$ cat src/rtl/irq_line_sel_pkg.sv
package irq_line_sel_pkg;

  localparam int EVT_SOF = 0;
  localparam int EVT_EPA = 1;
  localparam int EVT_EPB = 2;
  localparam int NUM_EVT = 3;
  localparam int CFG_W   = 4;

  // bit 0 is pin_mode, bit 3 is epb_en
  typedef struct packed {
    logic epb_en;
    logic epa_en;
    logic sof_only;
    logic pin_mode;
  } irq_cfg_t;

endpackage

$ cat src/rtl/irq_cfg_reg.sv
module irq_cfg_reg
  import irq_line_sel_pkg::*;
(
  input  logic             clk,
  input  logic             rst_n,
  input  logic             we_i,
  input  logic [CFG_W-1:0] wdata_i,
  output irq_cfg_t         cfg_o
);

  irq_cfg_t cfg_q, cfg_d;

  always_comb begin
    cfg_d = cfg_q;
    if (we_i) cfg_d = irq_cfg_t'(wdata_i);
  end

  always_ff @(posedge clk or negedge rst_n) begin
    if (!rst_n) cfg_q <= '0;
    else        cfg_q <= cfg_d;
  end

  assign cfg_o = cfg_q;

  // without a write the configuration holds
  assert_cfg_hold_R10: assert property (@(posedge clk) disable iff (!rst_n)
    !we_i |=> cfg_q == $past(cfg_q));

endmodule

$ cat src/rtl/irq_evt_latch.sv
module irq_evt_latch #(
  parameter int WIDTH = 3
) (
  input  logic             clk,
  input  logic             rst_n,
  input  logic [WIDTH-1:0] set_i,
  input  logic [WIDTH-1:0] clr_i,
  output logic [WIDTH-1:0] flag_o
);

  logic [WIDTH-1:0] flag_q, flag_d;

  for (genvar g = 0; g < WIDTH; g++) begin : g_flag
    // set takes priority over clear
    always_comb begin
      flag_d[g] = flag_q[g];
      if (clr_i[g]) flag_d[g] = 1'b0;
      if (set_i[g]) flag_d[g] = 1'b1;
    end

    always_ff @(posedge clk or negedge rst_n) begin
      if (!rst_n) flag_q[g] <= 1'b0;
      else        flag_q[g] <= flag_d[g];
    end

    assert_clear_R9: assert property (@(posedge clk) disable iff (!rst_n)
      (clr_i[g] && !set_i[g]) |=> !flag_q[g]);

    assert_setwins_R9: assert property (@(posedge clk) disable iff (!rst_n)
      set_i[g] |=> flag_q[g]);

    assert_sticky_R9: assert property (@(posedge clk) disable iff (!rst_n)
      (flag_q[g] && !clr_i[g]) |=> flag_q[g]);
  end

  assign flag_o = flag_q;

endmodule

$ cat src/rtl/irq_out_mux.sv
module irq_out_mux
  import irq_line_sel_pkg::*;
#(
  parameter int NUM_PEND = 8
) (
  input  logic                clk,
  input  logic                rst_n,
  input  irq_cfg_t            cfg_i,
  input  logic [NUM_PEND-1:0] pend_i,
  input  logic [NUM_EVT-1:0]  flag_i,
  output logic                irq_o
);

  logic normal_src, epa_src, epb_src, sof_src;
  logic irq_d, irq_q;

  always_comb begin
    sof_src    = flag_i[EVT_SOF];
    epa_src    = flag_i[EVT_EPA] & cfg_i.epa_en;
    epb_src    = flag_i[EVT_EPB] & cfg_i.epb_en;
    normal_src = (|pend_i) | epa_src | epb_src;
    if (cfg_i.sof_only) irq_d = sof_src;
    else                irq_d = normal_src | (cfg_i.pin_mode & sof_src);
  end

  always_ff @(posedge clk or negedge rst_n) begin
    if (!rst_n) irq_q <= 1'b0;
    else        irq_q <= irq_d;
  end

  assign irq_o = irq_q;

  assert_override_quiet_R5: assert property (@(posedge clk) disable iff (!rst_n)
    (cfg_i.sof_only && !flag_i[EVT_SOF]) |=> !irq_o);

  assert_pend_raises_R2: assert property (@(posedge clk) disable iff (!rst_n)
    (!cfg_i.sof_only && (|pend_i)) |=> irq_o);

  assert_sof_masked_R3: assert property (@(posedge clk) disable iff (!rst_n)
    (!cfg_i.sof_only && !cfg_i.pin_mode && pend_i == '0 &&
     !(flag_i[EVT_EPA] && cfg_i.epa_en) && !(flag_i[EVT_EPB] && cfg_i.epb_en))
    |=> !irq_o);

  assert_pin_sof_R4: assert property (@(posedge clk) disable iff (!rst_n)
    (cfg_i.pin_mode && flag_i[EVT_SOF]) |=> irq_o);

endmodule

$ cat src/rtl/irq_line_sel.sv
module irq_line_sel
  import irq_line_sel_pkg::*;
#(
  parameter int NUM_PEND = 8
) (
  input  logic                clk,
  input  logic                rst_n,
  input  logic                cfg_we_i,
  input  logic [CFG_W-1:0]    cfg_wdata_i,
  input  logic [NUM_PEND-1:0] pend_i,
  input  logic                sof_i,
  input  logic                ep_pkt_i,
  input  logic                ep_valid_i,
  input  logic [NUM_EVT-1:0]  clr_i,
  output logic                irq_o
);

  irq_cfg_t           cfg;
  logic [NUM_EVT-1:0] evt_set;
  logic [NUM_EVT-1:0] evt_flag;

  irq_cfg_reg u_cfg (
    .clk     (clk),
    .rst_n   (rst_n),
    .we_i    (cfg_we_i),
    .wdata_i (cfg_wdata_i),
    .cfg_o   (cfg)
  );

  always_comb begin
    evt_set          = '0;
    evt_set[EVT_SOF] = sof_i;
    evt_set[EVT_EPA] = ep_pkt_i   & cfg.epa_en;
    evt_set[EVT_EPB] = ep_valid_i & cfg.epb_en;
  end

  irq_evt_latch #(.WIDTH(NUM_EVT)) u_latch (
    .clk    (clk),
    .rst_n  (rst_n),
    .set_i  (evt_set),
    .clr_i  (clr_i),
    .flag_o (evt_flag)
  );

  irq_out_mux #(.NUM_PEND(NUM_PEND)) u_mux (
    .clk    (clk),
    .rst_n  (rst_n),
    .cfg_i  (cfg),
    .pend_i (pend_i),
    .flag_i (evt_flag),
    .irq_o  (irq_o)
  );

  // a disabled endpoint-A pulse leaves an empty flag empty
  assert_epa_gate_R6: assert property (@(posedge clk) disable iff (!rst_n)
    (!cfg.epa_en && !evt_flag[EVT_EPA]) |=> !evt_flag[EVT_EPA]);

  // a disabled endpoint-B pulse leaves an empty flag empty
  assert_epb_gate_R7: assert property (@(posedge clk) disable iff (!rst_n)
    (!cfg.epb_en && !evt_flag[EVT_EPB]) |=> !evt_flag[EVT_EPB]);

endmodule

$ cat config.mk
export PLATFORM = sky130hd
export DESIGN_NAME = irq_line_sel
export DESIGN_NICKNAME = d
export VERILOG_FILES = /design/src/rtl/irq_line_sel_pkg.sv /design/src/rtl/irq_cfg_reg.sv /design/src/rtl/irq_evt_latch.sv /design/src/rtl/irq_out_mux.sv /design/src/rtl/irq_line_sel.sv
export SDC_FILE = /design/constraint.sdc
export NUM_CORES = 1
export LEC_CHECK = 0
export ABC_AREA = 1
export BUFFER_PORTS_ARGS = -buffer_cell sky130_fd_sc_hd__buf_2
export CAP_MARGIN = 20
export CORE_AREA = 2 2 39 41
export DETAILED_ROUTE_END_ITERATION = 10
export DIE_AREA = 0 0 41 43
export PLACE_DENSITY_LB_ADDON = 0.2
export SLEW_MARGIN = 20
export SYNTH_ARGS = -nofsm -noshare
export SYNTH_HDL_FRONTEND = slang
export SYNTH_SLANG_ARGS = --single-unit
$ cat constraint.sdc
create_clock -name clk -period 0.8 [get_ports clk]
set_input_delay 0.08 -clock clk [delete_from_list [all_inputs] [get_ports clk]]
set_output_delay 0.08 -clock clk [all_outputs]
set_load 0.01 [all_outputs]
# After elaboration in Yosys (flattened, before gate mapping)

Index checks and enable logic that the tools add are counted.

Bitwise logic cells: 8
Reductions and logical operators: 4
Multiplexer cells: 7

Operators by type and width:

| kind              | count |
|---|---|
| $reduce_or 8->1   | 1 |
| $mux 1            | 7 |
| $reduce_bool 2->1 | 3 |
| $and 1x1->1       | 5 |
| $or 1x1->1        | 3 |

Flip-flop bits (word level): 8
Word-level logic and storage cells: 27

# Depth between registers and ports, before layout

Word-level depth: 5
Mapped depth: 6
Gate-level depth less buffers: 6

# Cells and area by module

A second synthesis with hierarchy kept.

Cell total of the unflattened synthesis: 52
Area, all modules: 374.1 um^2

Modules (own cells, without submodules):

| module        | cells each | area an instance (um^2) | times used |
|---|---|---|---|
| irq_cfg_reg   | 17         | 148.9                   | 1 |
| irq_evt_latch | 15         | 120.1                   | 1 |
| irq_out_mux   | 16         | 90.1                    | 1 |
| irq_line_sel  | 4          | 15.0                    | 1 |

# Worst setup path before layout

No wires, ideal clock.

Path kind: reg-to-reg
From: reg u_cfg.cfg_q, in the netlist u_cfg.cfg_o[2]
To: reg u_mux.irq_q, in the netlist u_mux.irq_o
Data required time: 680 ps
Stages on the path, launching flop included: 7
Arrival time: 678 ps
Library setup time: 120 ps
Slack: 1 ps
Path through: dfrtp_1 -> nand2_1 -> nand2_1 -> nor2_1 -> nand2_1 -> nand2_1 -> nand2_1

Longest elaborated chain between the ends: 5

Ends and longest elaborated chain:

| what                     | line              | text |
|---|---|---|
| from (decl)              | irq_cfg_reg.sv:11 | `irq_cfg_t cfg_q, cfg_d;` |
| from (signal assigned)   | irq_cfg_reg.sv:20 | `else cfg_q <= cfg_d;` |
| $and 1x1->1              | irq_out_mux.sv:19 | `epa_src = flag_i[EVT_EPA] & cfg_i.epa_en;` |
| $or 1x1->1 (2 in series) | irq_out_mux.sv:21 | `normal_src = (\|pend_i) \| epa_src \| epb_src;` |
| $or 1x1->1               | irq_out_mux.sv:23 | `else irq_d = normal_src \| (cfg_i.pin_mode & sof_src);` |
| $mux 1                   | irq_out_mux.sv:22 | `if (cfg_i.sof_only) irq_d = sof_src;` |
| net u_mux.irq_d          | irq_out_mux.sv:15 | `logic irq_d, irq_q;` |
| to (signal assigned)     | irq_out_mux.sv:28 | `else irq_q <= irq_d;` |
| to (decl)                | irq_out_mux.sv:15 |  |

The timed path passes the listed nets, and every way through them passes these cells.
A chain may end at the register's enable or synchronous reset.

# Worst setup path in the final report

Ends and elaborated chain as after synthesis.

==> impl_metrics.yaml <==
global_routing:
  grt_overflow: 0
  grt_pass1_wl_microns: 986
  antenna_found_initial: 0
  grt_pass1_vias: 282
  grt_start_max_net_pins: 9
  grtUsageTotal_pct: 8.42
cells_and_area:
  diodes: 0
  layout_commonest_cell: "buf_2"
  num-nets-final: 85
  multi_input_area_sq_um: 124
  fin_cells: 78
  regArea_sq_um: 200
  fillers: 158
  area_delta_synth_final_pct: 48.7
  layout_common_cells: "buf_2 (21), nand2_1 (10), dfrtp_1 (8)"
  layout-drive-gt1-share_pct: 40.3
die:
  std_cell_rows: 14
  die_h_microns: 43
  coreArea_sq_mm: 0.00138
  pin_count: 22
  die_width_microns: 41
  initial_core_util_pct: 24.5
  dieArea_sq_mm: 0.00176
run_status:
  status: "complete, but fails checks"
  violations: "setup timing"
worst_setup_path:
  crit_required_ps: 940
  path_buf_inv: 0
  crit_chain: "nand2_1, nand2_1, nor2_1, nand2_1, nand2_1, nand2_1"
  endpoint_kind: "flip-flop"
  critPathMostFrequentCell: "nand2_1"
  worstPathArrival_ps: 950
  r2r_cells: 6
  reg2reg_slack_ps: -20
  crit_family: "flip-flops"
  cp_slowest_cell: "dfrtp_1"
  rr_endpoint: "u_mux.irq_o"
  cpPeakStageDelay_ps: 380
  crit_type: "reg2reg"
  critPathLaunchType: "flip-flop"
  rr_startpoint: "u_cfg.cfg_o[2]"
  path_max_fanout: 3
cts:
  clk_latency_ps: 250
  clockBufferDepth: 2
  cts_tree: "yes"
  numCtsBuffers: 3
  cts_resized: 0
  htree_levels: 1
  path_clk_slew_ps: 50
  clockRootBuffer: "clkbuf_4"
  cts_sinks: 8
routing:
  vias: 303
  routedWlPerCell_microns: 7.72
  ant_nets: 0
  routed_wl_microns: 602
  dr.pass1.iters: 1
  drc: 0
  first_iter_violations: 0
  vias_per_cell: 3.88
synthesis:
  syn_area_sq_um: 339
  yosysTopAreaCell: "dfrtp_1"
  syn-num-nets: 57
  yosys_register_bits: 8
  synth.distinct_cells: 9
  synth_top_area_share_pct: 59.0
  synth_cells: 36
  synth-seq-area-share_pct: 59.0
  synth_area_per_cell_sq_um: 9.42
  synth_area_leaders: "dfrtp_1 (59%), nand2_1 (11%), mux2_1 (10%)"
  yosysWarnings: 0
timing:
  setup_viol: 2
  slew_violations: 0
  postLayoutSetupSlackWorst_ps: -18.1
  fin_crit_sh_pct: 102
  tightestPinTransition_ps: 178
  finClkSkew_ps: 3.28
  clock.fmax_mhz: 1220
  finalHoldViolations: 0
  slew_headroom_pct: 88.2
  layout_min_cycle_time_ps: 818
  rsz0062_at_grt: "yes"
placement:
  place_inst: 74
  dp_hpwl_microns: 510
  place_congestion: 0.594
  port_buffers: 21
job:
  maxCapViolCount: 0
pwr:
  power.density_mw_per_mm2: 1760
  p_leak_uw: 0.000273
  p_total_uw: 889
  ir_drop_mv: 0.808
hold_path:
  min-delay-start: "clr_i[0]"
  hold_end: "u_latch.flag_o[0]"
  hold_path_depth: 2
  hold_class: "in2reg"
-- cells in the mapped netlist, drive strengths merged --
library cell and count:
o21bai 1, and2 1, nand2 10, dfrtp 8, o21ai 4, inv 4
mux2 3, nor2 5
-- report_power, final --
| part | internal, uW | total [uW] | switching, uW |
|---|---|---|---|
| registers | 445 | 463 | 18.1 |
| logic | 76.5 | 131 | 54.5 |
| clock network | 171 | 294 | 124 |
-- kinds of logic after synthesis --
family	after synthesis	synth area share (%)
AO/OA/AOI/OAI	5	8.12
buffers and inverters	4	4.43
flip-flops	8	59.0
multiplexers	3	9.96
AND/OR/NAND/NOR	16	18.5
-- layout make-up --
class                      instances  area share, %
clock buffer                       3           4.47
inverter                           4           2.98
sequential                         8           39.7
tap                               16           3.97
multi-input combinational         24           24.6
timing repair buffer              23           24.3
-- worst reg2reg max path: stages, from the launching register on --
cell and delay, ps:
dfrtp_1 380, nand2_1 60, nand2_1 50, nor2_1 80
nand2_1 50, nand2_1 50, nand2_1 40
-- worst max path at each step --
stage,from,endpoint,cells past startpoint
global route,u_latch.flag_o[1],u_mux.irq_o,6
global placement,u_cfg.cfg_o[2],u_mux.irq_o,6
detailed placement,u_cfg.cfg_o[2],u_mux.irq_o,6
floorplan,u_cfg.cfg_o[2],u_mux.irq_o,6
CTS,u_cfg.cfg_o[2],u_mux.irq_o,6
finish,u_cfg.cfg_o[2],u_mux.irq_o,6
-- per-stage QoR --
stage / cell area [sq um] / setup slack (ps) / hold WS, ps / TNS, ps / utilization, %
2_1_floorplan: 339 / 1.46 / -216 / 0 / -
3_3_place_gp: 472 / -46.8 / -67.5 / -46.8 / 34.1
3_5_place_dp: 472 / -52.5 / -72.0 / -52.5 / 34.1
4_1_cts: 504 / -34.2 / 3.18 / -49.8 / 36.4
5_1_grt: 504 / -111 / 9.56 / -148 / 36.4
6_report: 504 / -18.1 / 7.45 / -23.4 / 36.4
-- registers in the layout (all words and copies together) (netlist names) --
signal	count
u_cfg.cfg_o	4
u_latch.flag_o	3
u_mux.irq_o	1
-- metal layers --
metal	track usage (%)	vias to the layer above	part of all wire, %
met5	0	-	0
met3	3.14	2	8.5
li1	-	167	-
met1	9.30	123	47
met4	6.00	0	1.0
met2	12.5	11	43
-- what timing repair did --
| item | 4_1_cts | 5_1_grt |
|---|---|---|
| buffers inserted | 0 | 0 |
| hold buffers | 1 | 0 |
| endpoints found under the setup margin | 2 | 2 |
| hold endpoints to repair | 8 | 0 |
| pin swaps | 2 | 1 |
Power figures use the tool's default switching activity.
